File: config.mk
export PLATFORM = sky130hd
export DESIGN_NAME = tagged_chunk_asm
export DESIGN_NICKNAME = d
export VERILOG_FILES = /design/src/rtl/tca_pkg.sv /design/src/rtl/tca_vid_pack.sv /design/src/rtl/tca_item_slot.sv /design/src/rtl/tca_ctrl.sv /design/src/rtl/tagged_chunk_asm.sv
export SDC_FILE = /design/constraint.sdc
export NUM_CORES = 1
export LEC_CHECK = 0
export ABC_AREA = 1
export BUFFER_PORTS_ARGS = -buffer_cell sky130_fd_sc_hd__buf_2
export CAP_MARGIN = 25
export CORE_AREA = 2 2 245 247
export DETAILED_ROUTE_END_ITERATION = 16
export DIE_AREA = 0 0 247 249
export GPL_ROUTABILITY_DRIVEN = 1
export PLACE_DENSITY = 0.68
export SLEW_MARGIN = 20
export SYNTH_ARGS = -nofsm -noshare
export SYNTH_HDL_FRONTEND = slang
export SYNTH_SLANG_ARGS = --single-unit
File: constraint.sdc
create_clock -name clk -period 2.13 [get_ports clk]
set_input_delay 0.1065 -clock clk [delete_from_list [all_inputs] [get_ports clk]]
set_output_delay 0.1065 -clock clk [all_outputs]
set_load 0.005 [all_outputs]
File: src/rtl/tca_pkg.sv
package tca_pkg;

    localparam int TAG_W = 12;

    localparam logic [TAG_W-1:0] TAG_VIDEO = 12'h001;
    localparam logic [TAG_W-1:0] TAG_META  = 12'h002;
    localparam logic [TAG_W-1:0] TAG_AUDIO = 12'h003;
    localparam logic [TAG_W-1:0] TAG_TCODE = 12'h004;
    localparam logic [TAG_W-1:0] TAG_LAST  = 12'h008;

    typedef enum logic [1:0] {
        ST_FILL      = 2'd0,
        ST_HOLD_VID  = 2'd1,
        ST_HOLD_ITEM = 2'd2
    } tca_state_e;

    function automatic logic [TAG_W-1:0] item_tag(input logic [1:0] kind);
        logic [TAG_W-1:0] t;
        if (kind[1])          t = TAG_TCODE;
        else if (kind[0])     t = TAG_AUDIO;
        else                  t = TAG_META;
        return t;
    endfunction

endpackage

File: src/rtl/tca_vid_pack.sv
module tca_vid_pack #(
    parameter int WORD_W    = 10,
    parameter int PAYLOAD_W = 500
) (
    input  logic                   clk,
    input  logic                   rst_n,
    input  logic                   clr,
    input  logic                   wr,
    input  logic [2*WORD_W-1:0]    pair_in,
    input  logic                   last_in,
    output logic                   at_close,
    output logic                   last_q,
    output logic [PAYLOAD_W-1:0]   payload
);

    localparam int PAIR_W = 2 * WORD_W;
    localparam int SLOTS  = PAYLOAD_W / PAIR_W;
    localparam int REM_W  = PAYLOAD_W - SLOTS * PAIR_W;
    localparam int CNT_W  = $clog2(SLOTS + 1);

    logic [CNT_W-1:0] cnt_q;

    always_ff @(posedge clk or negedge rst_n) begin
        if (!rst_n) begin
            cnt_q  <= '0;
            last_q <= 1'b0;
        end else if (clr) begin
            cnt_q  <= '0;
            last_q <= 1'b0;
        end else if (wr) begin
            if (cnt_q < CNT_W'(SLOTS)) cnt_q <= cnt_q + 1'b1;
            if (last_in) last_q <= 1'b1;
        end
    end

    assign at_close = last_in || (cnt_q == CNT_W'(SLOTS - 1));

    for (genvar s = 0; s < SLOTS; s++) begin : g_slot
        logic [PAIR_W-1:0] q;
        always_ff @(posedge clk or negedge rst_n) begin
            if (!rst_n)                                q <= '0;
            else if (clr)                              q <= '0;
            else if (wr && (cnt_q == CNT_W'(s)))       q <= pair_in;
        end
        assign payload[PAYLOAD_W-1-s*PAIR_W -: PAIR_W] = q;
    end

    if (REM_W > 0) begin : g_rem
        assign payload[REM_W-1:0] = '0;
    end

endmodule

File: src/rtl/tca_item_slot.sv
module tca_item_slot
    import tca_pkg::*;
#(
    parameter int PAYLOAD_W = 500,
    parameter int ITEM_W    = 80,
    parameter int META_W    = 40
) (
    input  logic                 clk,
    input  logic                 rst_n,
    input  logic                 load,
    input  logic [1:0]           kind,
    input  logic [ITEM_W-1:0]    data,
    output logic [TAG_W-1:0]     tag,
    output logic [PAYLOAD_W-1:0] payload
);

    logic [ITEM_W-1:0] item_q;
    logic [TAG_W-1:0]  tag_q;
    logic              is_meta;

    assign is_meta = (kind == 2'b00);

    always_ff @(posedge clk or negedge rst_n) begin
        if (!rst_n) begin
            item_q <= '0;
            tag_q  <= TAG_META;
        end else if (load) begin
            tag_q  <= item_tag(kind);
            item_q <= is_meta ? {data[META_W-1:0], {(ITEM_W-META_W){1'b0}}} : data;
        end
    end

    assign tag     = tag_q;
    assign payload = {item_q, {(PAYLOAD_W-ITEM_W){1'b0}}};

endmodule

File: src/rtl/tca_ctrl.sv
module tca_ctrl
    import tca_pkg::*;
(
    input  logic clk,
    input  logic rst_n,
    input  logic vid_valid,
    input  logic item_valid,
    input  logic at_close,
    input  logic chunk_ack,
    output logic vid_rdy,
    output logic item_rdy,
    output logic vid_wr,
    output logic item_load,
    output logic vid_clr,
    output logic sel_item,
    output logic chunk_rdy
);

    tca_state_e state_q, state_d;
    logic       rdy_q;

    // state register
    always_ff @(posedge clk or negedge rst_n) begin
        if (!rst_n) begin
            state_q <= ST_FILL;
            rdy_q   <= 1'b0;
        end else begin
            state_q <= state_d;
            rdy_q   <= (state_q == ST_FILL) && (state_d != ST_FILL);
        end
    end

    // transitions
    always_comb begin
        state_d = state_q;
        unique case (state_q)
            ST_FILL: begin
                if (item_valid)                    state_d = ST_HOLD_ITEM;
                else if (vid_valid && at_close)    state_d = ST_HOLD_VID;
            end
            ST_HOLD_VID: begin
                if (chunk_ack)                     state_d = ST_FILL;
            end
            ST_HOLD_ITEM: begin
                if (chunk_ack)                     state_d = ST_FILL;
            end
            default:                               state_d = ST_FILL;
        endcase
    end

    // outputs
    always_comb begin
        item_rdy  = 1'b0;
        vid_rdy   = 1'b0;
        vid_clr   = 1'b0;
        sel_item  = 1'b0;
        unique case (state_q)
            ST_FILL: begin
                item_rdy = 1'b1;
                vid_rdy  = !item_valid;
            end
            ST_HOLD_VID: begin
                vid_clr  = chunk_ack;
            end
            ST_HOLD_ITEM: begin
                sel_item = 1'b1;
            end
            default: begin
                item_rdy = 1'b0;
            end
        endcase
        vid_wr    = vid_rdy && vid_valid;
        item_load = item_rdy && item_valid;
    end

    assign chunk_rdy = rdy_q;

endmodule

File: src/rtl/tagged_chunk_asm.sv
module tagged_chunk_asm
    import tca_pkg::*;
#(
    parameter int WORD_W    = 10,
    parameter int PAYLOAD_W = 500,
    parameter int ITEM_W    = 80,
    parameter int META_W    = 40,
    localparam int CHUNK_W  = TAG_W + PAYLOAD_W
) (
    input  logic                clk,
    input  logic                rst_n,
    input  logic                vid_valid,
    input  logic [WORD_W-1:0]   vid_a,
    input  logic [WORD_W-1:0]   vid_b,
    input  logic                vid_last,
    output logic                vid_rdy,
    input  logic                item_valid,
    input  logic [1:0]          item_kind,
    input  logic [ITEM_W-1:0]   item_data,
    output logic                item_rdy,
    output logic [CHUNK_W-1:0]  chunk_out,
    output logic                chunk_rdy,
    input  logic                chunk_ack
);

    logic                 vid_wr, item_load, vid_clr, sel_item;
    logic                 at_close, last_q;
    logic [PAYLOAD_W-1:0] vid_payload, item_payload;
    logic [TAG_W-1:0]     item_tag_w, vid_tag_w;

    tca_ctrl u_ctrl (
        .clk        (clk),
        .rst_n      (rst_n),
        .vid_valid  (vid_valid),
        .item_valid (item_valid),
        .at_close   (at_close),
        .chunk_ack  (chunk_ack),
        .vid_rdy    (vid_rdy),
        .item_rdy   (item_rdy),
        .vid_wr     (vid_wr),
        .item_load  (item_load),
        .vid_clr    (vid_clr),
        .sel_item   (sel_item),
        .chunk_rdy  (chunk_rdy)
    );

    tca_vid_pack #(.WORD_W(WORD_W), .PAYLOAD_W(PAYLOAD_W)) u_pack (
        .clk      (clk),
        .rst_n    (rst_n),
        .clr      (vid_clr),
        .wr       (vid_wr),
        .pair_in  ({vid_a, vid_b}),
        .last_in  (vid_last),
        .at_close (at_close),
        .last_q   (last_q),
        .payload  (vid_payload)
    );

    tca_item_slot #(.PAYLOAD_W(PAYLOAD_W), .ITEM_W(ITEM_W), .META_W(META_W)) u_item (
        .clk     (clk),
        .rst_n   (rst_n),
        .load    (item_load),
        .kind    (item_kind),
        .data    (item_data),
        .tag     (item_tag_w),
        .payload (item_payload)
    );

    assign vid_tag_w = last_q ? (TAG_VIDEO | TAG_LAST) : TAG_VIDEO;
    assign chunk_out = sel_item ? {item_tag_w, item_payload} : {vid_tag_w, vid_payload};

endmodule

==> impl_metrics.ini, run 1 <==
[run]
maxCapViolations = 0

[yosys]
syn-cell-area_mm2 = 0.0263
synth_top_area_cell = dfrtp_1
synthTopCellsByArea = dfrtp_1 56%, o21ai_0 9.4%, nand2_1 7.9%, nor2_1 7.8%, inv_1 7.8%
synth_edf_count = 0
yosysWarningCount = 0
ys_async_sr_fraction_pct = 100
yosys.area.top_type_share_pct = 56.3
yosys-top-cells-count = 591 x dfrtp_1, 555 x nand2_1, 549 x nor2_1, 546 x inv_1, 492 x o21ai_0
synth_cells = 3299
ys_seq_area_share_pct = 56.4
synth_cell_type_count = 27
avgSynthCellArea_um2 = 7.96
ys_ff_latch = 592
post-synth-top-count-cell = dfrtp_1
synth_top_flop_cell = dfrtp_1

[floorplan]
ioPinCount = 623
dieArea_mm2 = 0.0615
start_util_pct = 44.8
dieHeight_um = 249
dieWidth_um = 247
rows = 89
core_area_mm2 = 0.0587

[drt]
dr.pass1.iters = 6
finalWirelength_um = 102000
ant_nets = 0
vias = 25700
drtIter0Drc = 2348
viasPerCell = 5.27
routedWlPerCell_um = 21.0
drc = 0

[place]
dpl.cell_count = 4580
gp_congestion = 0.878
numPortBuffers = 614
dpl_worst_slack_ns = -0.0428
place_hpwl_um = 64200
placement.cell_area_mm2 = 0.0311

[timing]
fin_ws_ns = -0.224
slew-limit-headroom_pct = 40.7
setup_violations = 432
hold_viol_final = 0
fin_tns_setup_ns = -40.80
worst_pin_slew_ns = 0.888
clock_skew_ns = 0.0182
grt_setup_unrepaired = yes
slew_violations = 0
fmax_mhz = 425
period_share_pct = 110
hold_ws_ns = 0.0139
period_minus_slack_ns = 2.35

[clock_network]
cts_inserted_buffers = 61
cts_tree = built
cts.sinks = 592
htree_levels = 2
root_buffer = clkbuf_16
clock_path_buffers = 3
clk_latency_ns = 0.62
cts.clk_slew.worst_paths_ns = 0.06

[power_and_ir_drop]
leakage_nw = 19.2
cellPowerDensity_mw_per_mm2 = 1610
power_mw = 60.5
ir_worst_vdd_mv = 1.27

[critical_path]
critical_path.max_fanout = 9
worstReg2RegStart = u_ctrl.state_q[0]
reg2reg_slack_ns = -0.07
cp-end-kind = output pin
startpoint = u_ctrl.state_q[1]
start_kind = register
r2r-end = u_pack.g_slot[20].q[1]
arrival_ns = 2.25
required_ns = 2.02
path_class = register to output pin
reg2regPathDepth = 7
critical_path.endpoint = chunk_out[430]

[layout]
multiInputGateArea_mm2 = 0.0102
final_area_mm2 = 0.0376
fin_nets = 4165
final_util_pct = 64.1
final_cell_count_no_fill = 4875
layout-drive-gt1-share_pct = 30.2
regArea_mm2 = 0.0148
syn2layout_area_growth_pct = 43.1
nFillCells = 4715

[worst_hold_path]
hp-class = primary input to async pin

[global_route]
grt_start_max_net_pins = 80
grt_pass1_vias = 24000
use_met3_pct = 5.90
overflow = 0
grt_use_met2_pct = 49.0
grt.total_usage_pct = 30.8
grtUsageMet1_pct = 40.2
grt_pass1_wl_um = 143000
grt_busiest_layer = met2
antenna_found_initial = 13

[run_status]
failed_checks = negative setup slack
status = complete, but fails checks
-- layout make-up --
| type | instances | share of cell area, % |
|---|---|---|
| Sequential cell | 592 | 39.4 |
| Antenna cell | 3 | 0.0200 |
| Clock inverter | 19 | 0.512 |
| Multi-Input combinational cell | 1916 | 27.2 |
| Tap cell | 773 | 2.57 |
| Clock buffer | 95 | 4.94 |
| Timing Repair Buffer | 925 | 19.8 |
| Inverter | 552 | 5.53 |
-- state kept, by name, indices dropped and copies added (netlist names) --
register,flops
u_ctrl.chunk_rdy,1
u_pack.cnt_q,5
u_item.tag,3
u_pack.last_q,1
u_item.item_q,80
u_pack.g_slot.q,500
u_ctrl.state_q,2
-- worst min-delay path by stage --
stage / start / to / depth (start not counted) / slack (ns)
after CTS: rst_n / u_item.item_q[20] / 2 / 0.002
after detailed placement: rst_n / u_item.item_q[20] / 1 / 0.07
after floorplan: rst_n / u_ctrl.chunk_rdy / 0 / -0.19
after global placement: rst_n / u_item.item_q[20] / 1 / 0.07
after global routing: rst_n / u_pack.g_slot[8].q[8] / 2 / 0.03
final: rst_n / u_item.item_q[20] / 2 / 0.01
-- power breakdown --
| part | total (mW) | leakage [nW] | internal (mW) | switching, mW |
|---|---|---|---|---|
| registers | 19.2 | 7.42 | 16.5 | 2.73 |
| clock network | 10.9 | 1.01 | 6.34 | 4.58 |
| logic | 30.4 | 10.8 | 13.1 | 17.3 |
-- worst max-delay path, stage by stage (launching register included) --
cell     delay, ns
dfrtp_1       0.37
buf_6         0.12
ha_4          0.22
buf_12        0.19
buf_12        0.17
buf_16        0.15
nor2_1        0.06
a21oi_1       0.19
buf_2         0.17
-- placed cells by master, fill, tap and decap left out, types with 4 or more instances in the layout --
cell type	instances
nor2_1	353
conb_1	8
dlygate4sd3_1	94
o21ai_0	491
nand2_2	7
a31oi_2	4
nor2_4	133
clkinv_2	9
buf_6	13
buf_16	31
buf_4	93
inv_2	5
a21oi_2	38
a21oi_1	20
nand2_4	5
buf_8	7
clkbuf_16	80
o22ai_1	40
nand2_1	545
buf_2	610
clkinvlp_4	4
buf_12	58
ha_1	7
nand3_1	54
nor2_2	66
clkbuf_8	16
a21oi_4	40
clkbuf_1	16
dfrtp_1	591
inv_1	544
o21ai_1	95
-- metal layers --
metal / routed length (µm) / part of all wire [%]
met5: 96 / 0.094
met3: 8650 / 8.5
met2: 48800 / 48
met1: 39300 / 38
met4: 5480 / 5.4
-- cells by family after synthesis --
family	count (synthesis)	synth area share, %
compound gates	729	14.3
xor+xnor	1	0.0333
fa+ha+maj	9	0.429
buf+inv	801	11.8
flops	592	56.4
other cells	1	0.0143
simple gates	1166	17.1
-- what timing repair did --
action / 4_1_cts / 5_1_grt
endpoints found under the hold margin: 334 / 9
hold buffers: 91 / 3
pin swaps: 108 / 43
gates resized for setup: 258 / 272
setup buffers: 25 / 18
setup endpoints to repair: 469 / 716
cloned: 28 / 22
Note: power is estimated with default switching activity, not from simulation.
==> run 2, diff against run 1 <==
CORE_AREA = 2 2 242 244   (was 2 2 245 247)
DIE_AREA = 0 0 244 246   (was 0 0 247 249)
PLACE_DENSITY = 0.7   (was 0.68)
clock period = 2.9 ns   (was 2.13 ns; I/O delays follow)
==> run 2 against run 1 <==
Net effect: the flow now finishes without violations; largest cell class unchanged; clock power is 27% lower; highest routed layer unchanged; die area is 2.4% lower; critical endpoint is now u_item.item_q[58]; via count is 7.3% lower.
==> impl_metrics.ini, run 2 (same netlist as run 1, synthesis figures left out) <==
[critical_path]
arrival_ns = 3.24
crit_chain = inv_1, ha_1, nand2_1, inv_4, buf_4, o21ai_0, o22ai_1, dlygate4sd3_1
reg2regPathDepth = 8
path_class = register to register
reg2reg_slack_ns = 0.21
required_ns = 3.45
critical_path.endpoint = u_item.item_q[58]
cp-end-kind = register
startpoint = u_ctrl.state_q[1]
critical_path.max_fanout = 56
worstReg2RegStart = u_ctrl.state_q[1]
start_kind = register
r2r-end = u_item.item_q[58]
cpPeakStageDelay_ns = 0.56
cpMaxStageDelayCell = dlygate4sd3_1

[place]
numPortBuffers = 614
gp_congestion = 0.879
placement.cell_area_mm2 = 0.0305
dpl_worst_slack_ns = 0.550
place_hpwl_um = 60500

[power_and_ir_drop]
p_int_mw = 23.0
cellPowerDensity_mw_per_mm2 = 1130
ir_worst_vdd_mv = 0.602
p_seq_share_pct = 36.7
p_sw_mw = 14.8
power_frac_clock_pct = 21.2
combPwrFrac_pct = 42.2
swShare_pct = 39.2
leakage_nw = 17.9
power_mw = 37.8

[layout]
final_common_cell = buf_2
largest_reg_flops = 500
regMostFlops = u_pack.g_slot.q
final_cell_mix = 613 x buf_2, 591 x dfrtp_1, 552 x nand2_1
layout-drive-gt1-share_pct = 21.2
nFillCells = 5152
fin_nets = 4043
syn2layout_area_growth_pct = 27.3
top_regs = u_pack.g_slot.q (500), u_item.item_q (80), u_pack.cnt_q (5)
final_area_mm2 = 0.0334
final_util_pct = 58.3

[timing]
fin_ws_ns = 0.209
fmax_mhz = 372
worst_pin_slew_ns = 0.721
slew-limit-headroom_pct = 51.7
hold_viol_final = 0
setup_violations = 0
fin_tns_setup_ns = 0
grt_setup_unrepaired = no
slew_violations = 0
period_share_pct = 92.8
clock_skew_ns = 0.0203
period_minus_slack_ns = 2.69

[drt]
drtIter0Drc = 2051
drc = 0
vias = 23800
routedWlPerCell_um = 18.7
ant_nets = 0
finalWirelength_um = 88500
dr.pass1.iters = 5
viasPerCell = 5.02

[global_route]
grt_busiest_layer = met2
antenna_found_initial = 9
overflow = 0
grt_start_max_net_pins = 115
grt_pass1_vias = 22300
grt.total_usage_pct = 28.7
use_met3_pct = 5.73
grt_pass1_wl_um = 132000
grtUsageMet1_pct = 37.9
grt_use_met2_pct = 46.1

[clock_network]
cts.sinks = 592
cts_inserted_buffers = 60
root_buffer = clkbuf_16
cts_tree = built
clock_path_buffers = 3
htree_levels = 2
cts.clk_slew.worst_paths_ns = 0.06
clk_latency_ns = 0.62

[floorplan]
dieWidth_um = 244
dieArea_mm2 = 0.0600
ioPinCount = 623
rows = 88
start_util_pct = 45.8
core_area_mm2 = 0.0574
dieHeight_um = 246

[run]
maxCapViolations = 0

[run_status]
status = completed

[worst_hold_path]
hp-class = primary input to register
## run 2: changes by cell type in the layout (fill, tap and decap cells not counted), moves of 13 or more
cell,previous run,this run
a21oi_4,40,7
nor2_1,353,548
buf_6,13,0
buf_12,58,20
clkbuf_16,80,61
buf_16,31,0
nor2_4,133,4
nor2_2,66,0
a21oi_2,38,5
a21oi_1,20,83
buf_4,93,79
## run 2: final cells by class
class / count / area, µm² / share of cell area, %
antenna: 5 / 12.5 / 0.0374
inverter: 552 / 2070 / 6.20
clock buffer: 93 / 1770 / 5.28
timing repair buffer: 807 / 5020 / 15.0
sequential: 592 / 14800 / 44.3
multi-input combinational: 1913 / 8540 / 25.5
tap: 765 / 957 / 2.86
clock inverter: 19 / 262 / 0.782
## run 2: timing repair
| item | CTS | global route |
|---|---|---|
| hold buffers | 94 | 0 |
| hold endpoints to repair | 168 | 0 |
| gates resized for setup | 0 | 0 |
| setup buffers | 0 | 0 |
## run 2: power groups by stage
stage / logic (mW) / registers [mW] / clock network, mW
6_report: 15.9 / 13.9 / 8.00
5_1_grt: 17.8 / 14.3 / 8.48
4_1_cts: 16.0 / 13.8 / 8.11
3_5_place_dp: 15.7 / 13.9 / 0
3_3_place_gp: 15.5 / 13.8 / 0
2_1_floorplan: 8.66 / 13.4 / 0
## run 2: worst min-delay path by stage
stage | startpoint | to | slack (ns) | cells past startpoint
3_3_place_gp | rst_n | u_item.item_q[26] | 0.21 | 1
6_report | vid_a[6] | u_pack.g_slot[4].q[16] | 0.05 | 4
4_1_cts | vid_a[6] | u_pack.g_slot[4].q[16] | 0.007 | 4
2_1_floorplan | rst_n | u_ctrl.chunk_rdy | -0.15 | 0
5_1_grt | vid_a[0] | u_pack.g_slot[13].q[10] | 0.04 | 5
3_5_place_dp | rst_n | u_item.item_q[26] | 0.20 | 1
## run 2: critical path: cells and delay by family, from the launching register on
kind,cells,cell delay [ns]
adder cells (fa/ha/maj),1,0.22
AO/OA/AOI/OAI,2,0.26
AND/OR/NAND/NOR,1,0.20
flip-flops,1,0.45
buffers and inverters,4,1.45
## run 2: metrics by stage
stage | instances | hold slack (ns)
3_5_place_dp | 4535 | 0.198
5_1_grt | 4746 | 0.0441
6_report | 4746 | 0.0450
4_1_cts | 4741 | 0.00681
2_1_floorplan | 3306 | -0.151
3_3_place_gp | 4535 | 0.214
## run 2: metal layers
layer / wire length (µm) / vias to the layer above / part of all wire [%]
met4: 3880 / 6 / 4.4
met5: 43 / - / 0.049
met3: 7200 / 195 / 8.1
met1: 36000 / 11300 / 41
met2: 41500 / 1027 / 47
li1: - / 11300 / -
